## config.mk

```make
export PLATFORM = sky130hd
export DESIGN_NAME = wave_len_counter
export DESIGN_NICKNAME = d
export VERILOG_FILES = /design/src/rtl/wlc_pkg.sv /design/src/rtl/wlc_dec_stage.sv /design/src/rtl/wlc_trig_stage.sv /design/src/rtl/wave_len_counter.sv
export SDC_FILE = /design/constraint.sdc
export NUM_CORES = 1
export LEC_CHECK = 0
export ABC_AREA = 1
export BUFFER_PORTS_ARGS = -buffer_cell sky130_fd_sc_hd__clkbuf_2
export CORE_MARGIN = 2
export CORE_UTILIZATION = 55
export DETAILED_ROUTE_END_ITERATION = 8
export PLACE_DENSITY = 0.77
export SLEW_MARGIN = 20
export SYNTH_ARGS = -nofsm -noshare
export SYNTH_HDL_FRONTEND = slang
export SYNTH_SLANG_ARGS = --single-unit
```

## constraint.sdc

```tcl
create_clock -name clk -period 7.09 [get_ports clk]
set_input_delay 1.418 -clock clk [delete_from_list [all_inputs] [get_ports clk]]
set_output_delay 1.418 -clock clk [all_outputs]
set_load 0.005 [all_outputs]
```

## src/rtl/wlc_pkg.sv

```systemverilog
package wlc_pkg;

  // Counter value after a length field write.
  function automatic int unsigned wlc_load_count(int unsigned max_cnt, int unsigned len_field);
    return max_cnt - len_field;
  endfunction

  // Value restored by a trigger that finds the counter empty.
  function automatic int unsigned wlc_reload_count(int unsigned max_cnt, logic extra, logic en);
    return (extra && en) ? (max_cnt - 1) : max_cnt;
  endfunction

endpackage

```

## src/rtl/wlc_dec_stage.sv

```systemverilog
module wlc_dec_stage #(
  parameter int CNT_W = 9
) (
  input  logic [CNT_W-1:0] cnt_i,
  input  logic             fire_i,
  output logic [CNT_W-1:0] cnt_o,
  output logic             hit_zero_o
);
  logic nonzero;

  assign nonzero    = (cnt_i != '0);
  assign cnt_o      = (fire_i && nonzero) ? cnt_i - CNT_W'(1) : cnt_i;
  assign hit_zero_o = fire_i && (cnt_i == CNT_W'(1));
endmodule

```

## src/rtl/wlc_trig_stage.sv

```systemverilog
module wlc_trig_stage
  import wlc_pkg::*;
#(
  parameter int          CNT_W   = 9,
  parameter int unsigned MAX_CNT = 256
) (
  input  logic [CNT_W-1:0] cnt_i,
  input  logic             trig_i,
  input  logic             extra_i,
  input  logic             en_i,
  output logic [CNT_W-1:0] cnt_o,
  output logic             reloaded_o
);
  logic [CNT_W-1:0] reload_val;

  assign reload_val = CNT_W'(wlc_reload_count(MAX_CNT, extra_i, en_i));
  assign reloaded_o = trig_i && (cnt_i == '0);
  assign cnt_o      = reloaded_o ? reload_val : cnt_i;
endmodule

```

## src/rtl/wave_len_counter.sv

```systemverilog
module wave_len_counter
  import wlc_pkg::*;
#(
  parameter int LEN_W = 8
) (
  input  logic             clk,
  input  logic             rst_n,
  input  logic             len_wr,
  input  logic [LEN_W-1:0] len_val,
  input  logic             ctl_wr,
  input  logic             ctl_len_en,
  input  logic             ctl_trig,
  input  logic             len_tick,
  input  logic             extra_ok,
  output logic [LEN_W:0]   len_count,
  output logic             chan_off
);
  localparam int          CNT_W   = LEN_W + 1;
  localparam int unsigned MAX_CNT = 1 << LEN_W;

  logic [CNT_W-1:0] cnt_q, cnt_tick, cnt_load, cnt_edge, cnt_next;
  logic             en_q, off_q;
  logic             tick_fire, tick_hit, edge_evt, edge_fire, edge_hit;
  logic             trig_evt, reloaded, off_d;

  // Stage 1: sequencer tick on the stored count.
  assign tick_fire = len_tick && en_q;
  wlc_dec_stage #(.CNT_W(CNT_W)) u_tick (
    .cnt_i(cnt_q), .fire_i(tick_fire), .cnt_o(cnt_tick), .hit_zero_o(tick_hit)
  );

  // Stage 2: length field load replaces the ticked value.
  assign cnt_load = len_wr ? CNT_W'(wlc_load_count(MAX_CNT, 32'(len_val))) : cnt_tick;

  // Stage 3: extra step when gating turns on between sequencer steps.
  assign edge_evt  = ctl_wr && ctl_len_en && !en_q;
  assign edge_fire = edge_evt && extra_ok;
  wlc_dec_stage #(.CNT_W(CNT_W)) u_edge (
    .cnt_i(cnt_load), .fire_i(edge_fire), .cnt_o(cnt_edge), .hit_zero_o(edge_hit)
  );

  // Stage 4: trigger reload after the edge step.
  assign trig_evt = ctl_wr && ctl_trig;
  wlc_trig_stage #(.CNT_W(CNT_W), .MAX_CNT(MAX_CNT)) u_trig (
    .cnt_i(cnt_edge), .trig_i(trig_evt), .extra_i(extra_ok), .en_i(ctl_len_en),
    .cnt_o(cnt_next), .reloaded_o(reloaded)
  );

  assign off_d = (tick_hit || edge_hit) && (cnt_next == '0);

  always_ff @(posedge clk) begin
    if (!rst_n) begin
      cnt_q <= '0;
      en_q  <= 1'b0;
      off_q <= 1'b0;
    end else begin
      cnt_q <= cnt_next;
      off_q <= off_d;
      if (ctl_wr) en_q <= ctl_len_en;
    end
  end

  assign len_count = cnt_q;
  assign chan_off  = off_q;

  AST_LOAD_VALUE: assert property (@(posedge clk) disable iff (!rst_n)
    (len_wr && !ctl_wr) |=> (len_count == CNT_W'(MAX_CNT) - CNT_W'($past(len_val))));
  AST_TICK_HOLD: assert property (@(posedge clk) disable iff (!rst_n)
    (len_tick && !en_q && !len_wr && !ctl_wr) |=> $stable(len_count));
  AST_OFF_AT_ZERO: assert property (@(posedge clk) disable iff (!rst_n)
    chan_off |-> (len_count == '0));
  AST_NO_EDGE_HOLD: assert property (@(posedge clk) disable iff (!rst_n)
    (ctl_wr && !ctl_trig && !edge_evt && !len_wr && !len_tick) |=> $stable(len_count));
  AST_TRIG_NONZERO: assert property (@(posedge clk) disable iff (!rst_n)
    trig_evt |=> (len_count != '0));
  AST_NO_OVERFLOW: assert property (@(posedge clk) disable iff (!rst_n)
    len_count <= CNT_W'(MAX_CNT));
  AST_RELOAD_RANGE: assert property (@(posedge clk) disable iff (!rst_n)
    reloaded |=> (len_count >= CNT_W'(MAX_CNT - 1)));
endmodule

```

-- After elaboration in Yosys (flattened, before gate mapping)
Cells that the tools add are included.
- add/sub/neg operators: 3
- eq/ne operators: 2
- mux-type cells: 5
- reductions and logical operators: 18
- operators by type and width (operator ; count):
    $mux 9 ; 5
    $eq 9x1->1 const B ; 2
    $logic_not 9->1 ; 2
    $reduce_bool 9->1 ; 2
    $sub 9x1->9 const B ; 2
    $logic_and 1x1->1 ; 12
    $sub 9x8->9 const A ; 1
    $logic_not 1->1 ; 1
    $logic_or 1x1->1 ; 1
- register bits: 11
- input port bits: 16
- output and inout bits: 10

-- Depth between registers and ports, before layout
Gate-level depths: netlist of run 1.
- depth in word-level cells: 12
- depth in mapped cells: 26
- gate-level depth less buffers: 26

-- By module
Synthesis of run 1 repeated with hierarchy kept, for this count alone.
- cell total of the unflattened synthesis: 283
- area total of the unflattened synthesis: 1561.5 µm²
- by module, submodules not included (module ; times used ; cells each ; area an instance (µm²)):
    wlc_dec_stage ; 2 ; 74 ; 372.9
    wave_len_counter ; 1 ; 103 ; 668.1
    wlc_trig_stage ; 1 ; 32 ; 147.6

-- Worst setup path before layout of run 1
No wires, ideal clock.
- path kind: input to register
- start: input port len_wr
- end: register off_q (netlist: chan_off)
- setup time: 0.112 ns
- arrival: 3.502 ns
- required time: 6.978 ns
- path slack: 3.477 ns
- stages: 21
- path through: buf_2 > inv_1 > buf_2 > nand3_1 > nand2_1 > inv_1 > ha_1 > nand3_2 > inv_2 > nand3_4 > nand2_4 > nand2_1 > nand2_1 > inv_2 > nand2_1 > nor2_2 > nand3_4 > nand2_1 > inv_1 > nand2_1 > nor2_2
- word-level cells in the longest chain between the ends: 9
- RTL lines (what ; RTL line ; RTL):
    start, declared ; wave_len_counter.sv:8 ; input logic len_wr,
    $mux 9 * ; wave_len_counter.sv:33 ; assign cnt_load = len_wr ? CNT_W'(wlc_load_count(MAX_CNT, 32'(len_val))) : cnt_tick;
    parallel branches: the longest is 7 deep, another holds $sub 9x1->9 ; -- ;
    $logic_and 1x1->1 * ; wave_len_counter.sv:49 ; assign off_d = (tick_hit || edge_hit) && (cnt_next == '0);
    end signal, assigned ; wave_len_counter.sv:55 ; off_q <= 1'b0;
    end signal, assigned ; wave_len_counter.sv:58 ; off_q <= off_d;
    end, declared ; wave_len_counter.sv:22 ; logic en_q, off_q;
Mark *: on every way between the ends.
A chain may end at the register's enable or synchronous reset.

-- Final worst setup path of run 1
Same ends and word-level chain as after synthesis.

==> flow_summary.yaml, run 1 <==
power:
  ir_drop_mv: 0.183
  cellPowerDensity_nw_per_um2: 138
  leakage_nw: 0.925
clock_network:
  cts_tree: "built"
  cts.sinks: 11
  cts-resized-gates: 0
  cts_buffer_depth: 2
  cts_buffers: 3
  cts-htree-levels: 1
  post_cts_buffers: 0
  clock_latency_ps: 270
  ctsHoldBuffers: 0
  cts_root_buf: "clkbuf_4"
  path_clk_slew_ps: 70
worst_setup_path:
  reg2reg_depth: 24
  cp.arrival_ps: 3830
  reg2reg_from: "len_count[0]"
  end_kind: "flip-flop"
  crit_type: "in2reg"
  reg2reg_slack_ps: 3910
  start_kind: "primary input"
  worstPathMaxFanout: 15
  startpoint: "len_wr"
  crit_required_ps: 7250
  r2r_end: "chan_off"
global_routing:
  overflow: 0
  grt_pass1_wl_um: 6220
  grt_pass1_vias: 1475
  grtUsageTotal_pct: 23.9
  grt_max_degree: 16
  antenna_found_initial: 0
hold_path:
  min_from: "en_q"
  min_to: "en_q"
  hold_path_depth: 2
  hold_path.class: "reg2reg"
sta:
  skew_ps: 6.44
  max_freq_ghz: 0.273
  rsz0062_at_grt: "false"
  worst_pin_slew_ps: 439
  period_needed_ps: 3660
  setup_viol: 0
  relSlewSlack_pct: 70.7
  setup-tns-final_ps: 0
  slew_violations: 0
  finalHoldViolCount: 0
  finalCritPeriodShare_pct: 51.7
floorplanning:
  start_util_pct: 59.5
  dieArea_um2: 3160
  fp.dieW_um: 56.3
  ios: 26
  die_y_um: 56.3
  rows: 18
  coreArea_um2: 2520
run:
  maxCapViolCount: 0
logic_synthesis:
  ys_top_cells_by_count: "nand2_1, nand3_1, inv_1"
  async_reset_ff_share_pct: 0
  synth_ff_type: "dfxtp_1"
  synth_most_common_cell: "nand2_1"
  yosys-top-cells-area: "nand2_1, dfxtp_1, nand3_1, inv_1, nor2_1"
  syn-instance-count: 267
  avgSynthCellArea_um2: 5.62
  syn_area_um2: 1500
  synth_top_area_share_pct: 22.8
  yosysTopAreaCell: "nand2_1"
  synth_edf_count: 0
  yosysWarnings: 0
  ys_seq_elements: 11
  yosysSeqAreaShare_pct: 14.7
  synth_fp_nets: 289
  synthDistinctLibCells: 29
cells_and_area:
  drive_above_1_share_pct: 22.8
  num_antenna_cells: 0
  fin_nets: 317
  fillers: 264
  areaGrowthSynthToFinish_pct: 12.2
  stdcell_area_um2: 1680
routing:
  drt_pre_antenna_iters: 4
  highest_layer: "met4"
  drcViolationCount: 0
  drtAntennaViolNets: 0
  viasPerCell: 5.27
  num_vias: 1709
  dr_wl_met3_um: 174
  wire_per_inst_um: 11.4
  wl_met2_um: 1710
  routed_wl_um: 3710
  met1_length_um: 1760
  drt_iter0_drc: 86
placement:
  place.gp.congestion: 0.914
  hpwl_um: 3110
  port_buffers: 25
  post_dp_cell_area_um2: 1660
run_status:
  status: "completed"
flip-flops by register name, summed over array words and instances, names as in the netlist:
signal,count
chan_off,1
en_q,1
len_count,9
critical path: stages:
cell      delay, ps
clkbuf_2        180
inv_1           240
or2_2           350
nand2_1         140
ha_1            220
nand3_2         130
inv_2           100
nand3_4         140
nand2_4         130
nand2_1          50
nand2_1         120
nand3_2         100
nor2_4          130
nand3_4         130
nand2_1          90
inv_1            50
nand2_1          70
nor2_2           30
final cells by class:
| type | count | area, um^2 | area share, % |
|---|---|---|---|
| tap | 30 | 37.5 | 2.23 |
| multi-input combinational | 216 | 1130 | 67.0 |
| timing repair buffer | 26 | 133 | 7.88 |
| clock buffer | 4 | 26.3 | 1.56 |
| inverter | 37 | 139 | 8.25 |
| sequential | 11 | 220 | 13.1 |
worst max-delay path by stage:
stage / endpoint / cells after the start
after floorplan: chan_off / 21
after global routing: chan_off / 20
after CTS: chan_off / 18
after global placement: chan_off / 18
after detailed placement: chan_off / 18
final: chan_off / 18
report_power, final:
group / internal [mW] / switching, mW / total (mW) / leakage (nW)
clock: 0.0218 / 0.0204 / 0.0422 / 0.0150
combinational: 0.0408 / 0.0758 / 0.117 / 0.819
sequential: 0.0664 / 0.00706 / 0.0734 / 0.0908
logic make-up after synthesis:
kind of cell | Yosys count | share of synthesized area (%)
and+or+nand+nor | 183 | 58.6
buffers and inverters | 40 | 10.2
AOI/OAI and AO/OA | 22 | 8.67
DFF | 11 | 14.7
adders and majority gates | 6 | 5.00
xor gates and xnor gates | 5 | 2.92
routing by layer:
layer,up-vias,track usage [%]
li1,900,-
met5,-,0
met1,753,33.5
met4,0,5.78
met3,10,2.30
met2,46,39.5
layout by cell type, fill, tap and decap left out:
master,synthesis,layout
nand2_1,91,91
nand3_1,30,30
inv_1,27,27
clkbuf_2,0,25
nor2_1,23,23
dfxtp_1,11,11
a21oi_1,10,10
inv_2,9,9
nor2_2,8,8
nand2_2,8,8
nand4_1,8,8
o21ai_0,7,7
ha_1,6,6
nand2_4,4,4
xor2_1,4,4
nor3_1,3,3
clkbuf_4,0,3
nand3_2,2,2
nor2_4,2,2
nand3_4,2,2
or2_2,1,1
nand3b_1,1,1
a21oi_4,1,1
o21bai_1,1,1
o21ai_1,1,1
a21oi_2,1,1
a21boi_1,1,1
xnor2_1,1,1
clkinv_1,1,1
clkbuf_1,1,1
buf_4,0,1
metrics by stage:
stage / total power, mW / hold WS (ps) / setup WS [ps] / utilization (%) / cells
finish: 0.232 / 572 / 3430 / 66.8 / 324
detailed placement: 0.190 / 559 / 3180 / 65.7 / 320
global placement: 0.190 / 551 / 3240 / 65.7 / 320
floorplan: 0.162 / 497 / 3480 / - / 267
global route: 0.252 / 607 / 3160 / 66.8 / 324
CTS: 0.232 / 580 / 3450 / 66.8 / 324
(Power assumes the default switching activity.)
==> run 2: changes to the inputs <==
CORE_UTILIZATION = 51   (was 55)
PLACE_DENSITY = 0.75   (was 0.77)
clock period = 3.25 ns   (was 7.09 ns; I/O delays follow)
==> run 2 against run 1 <==
Net effect: global-route usage is 0.77 points lower; hold slack worse by 12 ps; die area is 7.3% higher; total power is 120% higher; clock skew is 4.2 ps lower; clock power is 110% higher; first-iteration DRC count is 22% higher; largest power group unchanged.
==> flow_summary.yaml, run 2 (synthesis gave the netlist of run 1 again) <==
run_status:
  status: "completed"
clock_network:
  cts_tree: "built"
  cts-htree-levels: 1
  post_cts_buffers: 0
  cts_buffer_depth: 2
  cts_root_buf: "clkbuf_4"
  cts.sinks: 11
  cts_buffers: 3
  path_clk_slew_ps: 60
  clock_latency_ps: 260
worst_setup_path:
  reg2reg_slack_ps: 310
  reg2reg_from: "len_count[1]"
  cp_top_family: "simple AND/OR/NAND/NOR gates"
  worst_path_most_repeated_cell: "nand2_1"
  cp.arrival_ps: 3100
  reg2reg_depth: 24
  end_kind: "flip-flop"
  worstPathMaxFanout: 10
  crit_required_ps: 3410
  critPathMaxStageDelay_ps: 340
  cp_cell_sequence: "inv_1, ha_1, nand2_1, nor2_2, nand2_4, nand2_4, nand2_1, nand3_1, nand2_1, inv_1, ha_2, nand3_2, inv_2, nand3_4, nand2_4, nand2_1, nand2_2, nand3_2, nor2_4, nand3_4, nand2_1, inv_1, nand2_1, nor2_2"
  cp_slowest_cell: "dfxtp_2"
  crit_type: "reg2reg"
  start_kind: "flip-flop"
  crit_buf_inv: 4
  r2r_end: "chan_off"
sta:
  setup-tns-final_ps: 0
  rsz0062_at_grt: "false"
  whs_ps: 560
  finalHoldViolCount: 0
  relSlewSlack_pct: 76.7
  max_freq_ghz: 0.340
  skew_ps: 2.19
  finalCritPeriodShare_pct: 90.4
  worst_pin_slew_ps: 349
  setup_ws_ps: 311
  period_needed_ps: 2940
  slew_violations: 0
  setup_viol: 0
routing:
  viasPerCell: 5.17
  drt_pre_antenna_iters: 4
  num_vias: 1695
  drtAntennaViolNets: 0
  drt_iter0_drc: 105
  routed_wl_um: 3680
  wire_per_inst_um: 11.2
  drcViolationCount: 0
hold_path:
  min_from: "en_q"
  min_to: "en_q"
  hold_path_depth: 2
  hold_path.class: "reg2reg"
power:
  p_switching_mw: 0.221
  swShare_pct: 43.6
  pwr-share-comb_pct: 51.3
  total_power_mw: 0.508
  clockPowerShare_pct: 17.1
  p_seq_share_pct: 31.6
  intPower_mw: 0.287
  leakage_nw: 0.938
  cellPowerDensity_nw_per_um2: 296
  ir_drop_mv: 0.465
placement:
  pre_cts_slack_ps: 179
  port_buffers: 25
  hpwl_um: 3120
  place.gp.congestion: 0.962
cells_and_area:
  fillers: 306
  fin_nets: 320
  top_register: "len_count"
  num_antenna_cells: 0
  most-common-layout-cells: "nand2_1, nand3_1, inv_1"
  largest_register_ff_count: 9
  areaGrowthSynthToFinish_pct: 14.3
  drive_above_1_share_pct: 24.9
  final_common_cell: "nand2_1"
global_routing:
  grt_pass1_wl_um: 6290
  grtUsageTotal_pct: 23.2
  grt_max_degree: 13
  antenna_found_initial: 0
  grt_pass1_vias: 1532
  overflow: 0
floorplanning:
  die_y_um: 58.3
  dieArea_um2: 3390
  rows: 19
  fp.dieW_um: 58.3
  coreArea_um2: 2780
  start_util_pct: 54.0
  ios: 26
run:
  maxCapViolCount: 0
run 2: final cells by class:
| cell class | instances | area [um^2] | share of cell area [%] |
|---|---|---|---|
| tap | 31 | 38.8 | 2.26 |
| inverter | 37 | 139 | 8.09 |
| timing repair buffer | 29 | 155 | 9.04 |
| clock buffer | 4 | 26.3 | 1.53 |
| sequential | 11 | 221 | 12.9 |
| multi-input combinational | 216 | 1140 | 66.2 |
run 2: how the worst max path moves through the flow:
stage | cells after the start | start | to
4_1_cts | 24 | len_count[1] | chan_off
3_3_place_gp | 19 | len_val[0] | chan_off
2_1_floorplan | 21 | len_wr | chan_off
6_report | 24 | len_count[1] | chan_off
5_1_grt | 24 | len_count[1] | chan_off
3_5_place_dp | 19 | len_val[0] | chan_off
run 2: layer usage:
| layer | up-vias | global-route usage, % | share of wire, % |
|---|---|---|---|
| met5 | - | 0 | 0 |
| met4 | 0 | 5.32 | 0.38 |
| met3 | 2 | 2.90 | 4.7 |
| met2 | 44 | 39.5 | 48 |
| met1 | 744 | 30.9 | 47 |
| li1 | 905 | - | - |
run 2: repair_timing:
item | 4_1_cts | 5_1_grt
hold buffers | 0 | 0
resized for setup | 0 | 4
endpoints found under the setup margin | 0 | 2
run 2: power by group through the flow:
stage          Combinational, mW  Sequential, mW  Clock [mW]
2_1_floorplan              0.193           0.160           0
3_3_place_gp               0.254           0.163           0
3_5_place_dp               0.256           0.163           0
4_1_cts                    0.257           0.160      0.0903
5_1_grt                    0.297           0.162      0.0982
6_report                   0.261           0.160      0.0868
run 2: through the flow:
step                utilization (%)  instance area [um^2]  cells
CTS                            61.4                  1710    328
finish                         61.7                  1720    328
global placement               60.5                  1680    324
global route                   61.7                  1720    328
floorplan                         -                  1500    267
detailed placement             60.5                  1680    324
run 2: worst min-delay path, cell delays in order (launching register included):
cell     delay, ps
dfxtp_1        350
o21ai_0         90
nor2_1          80
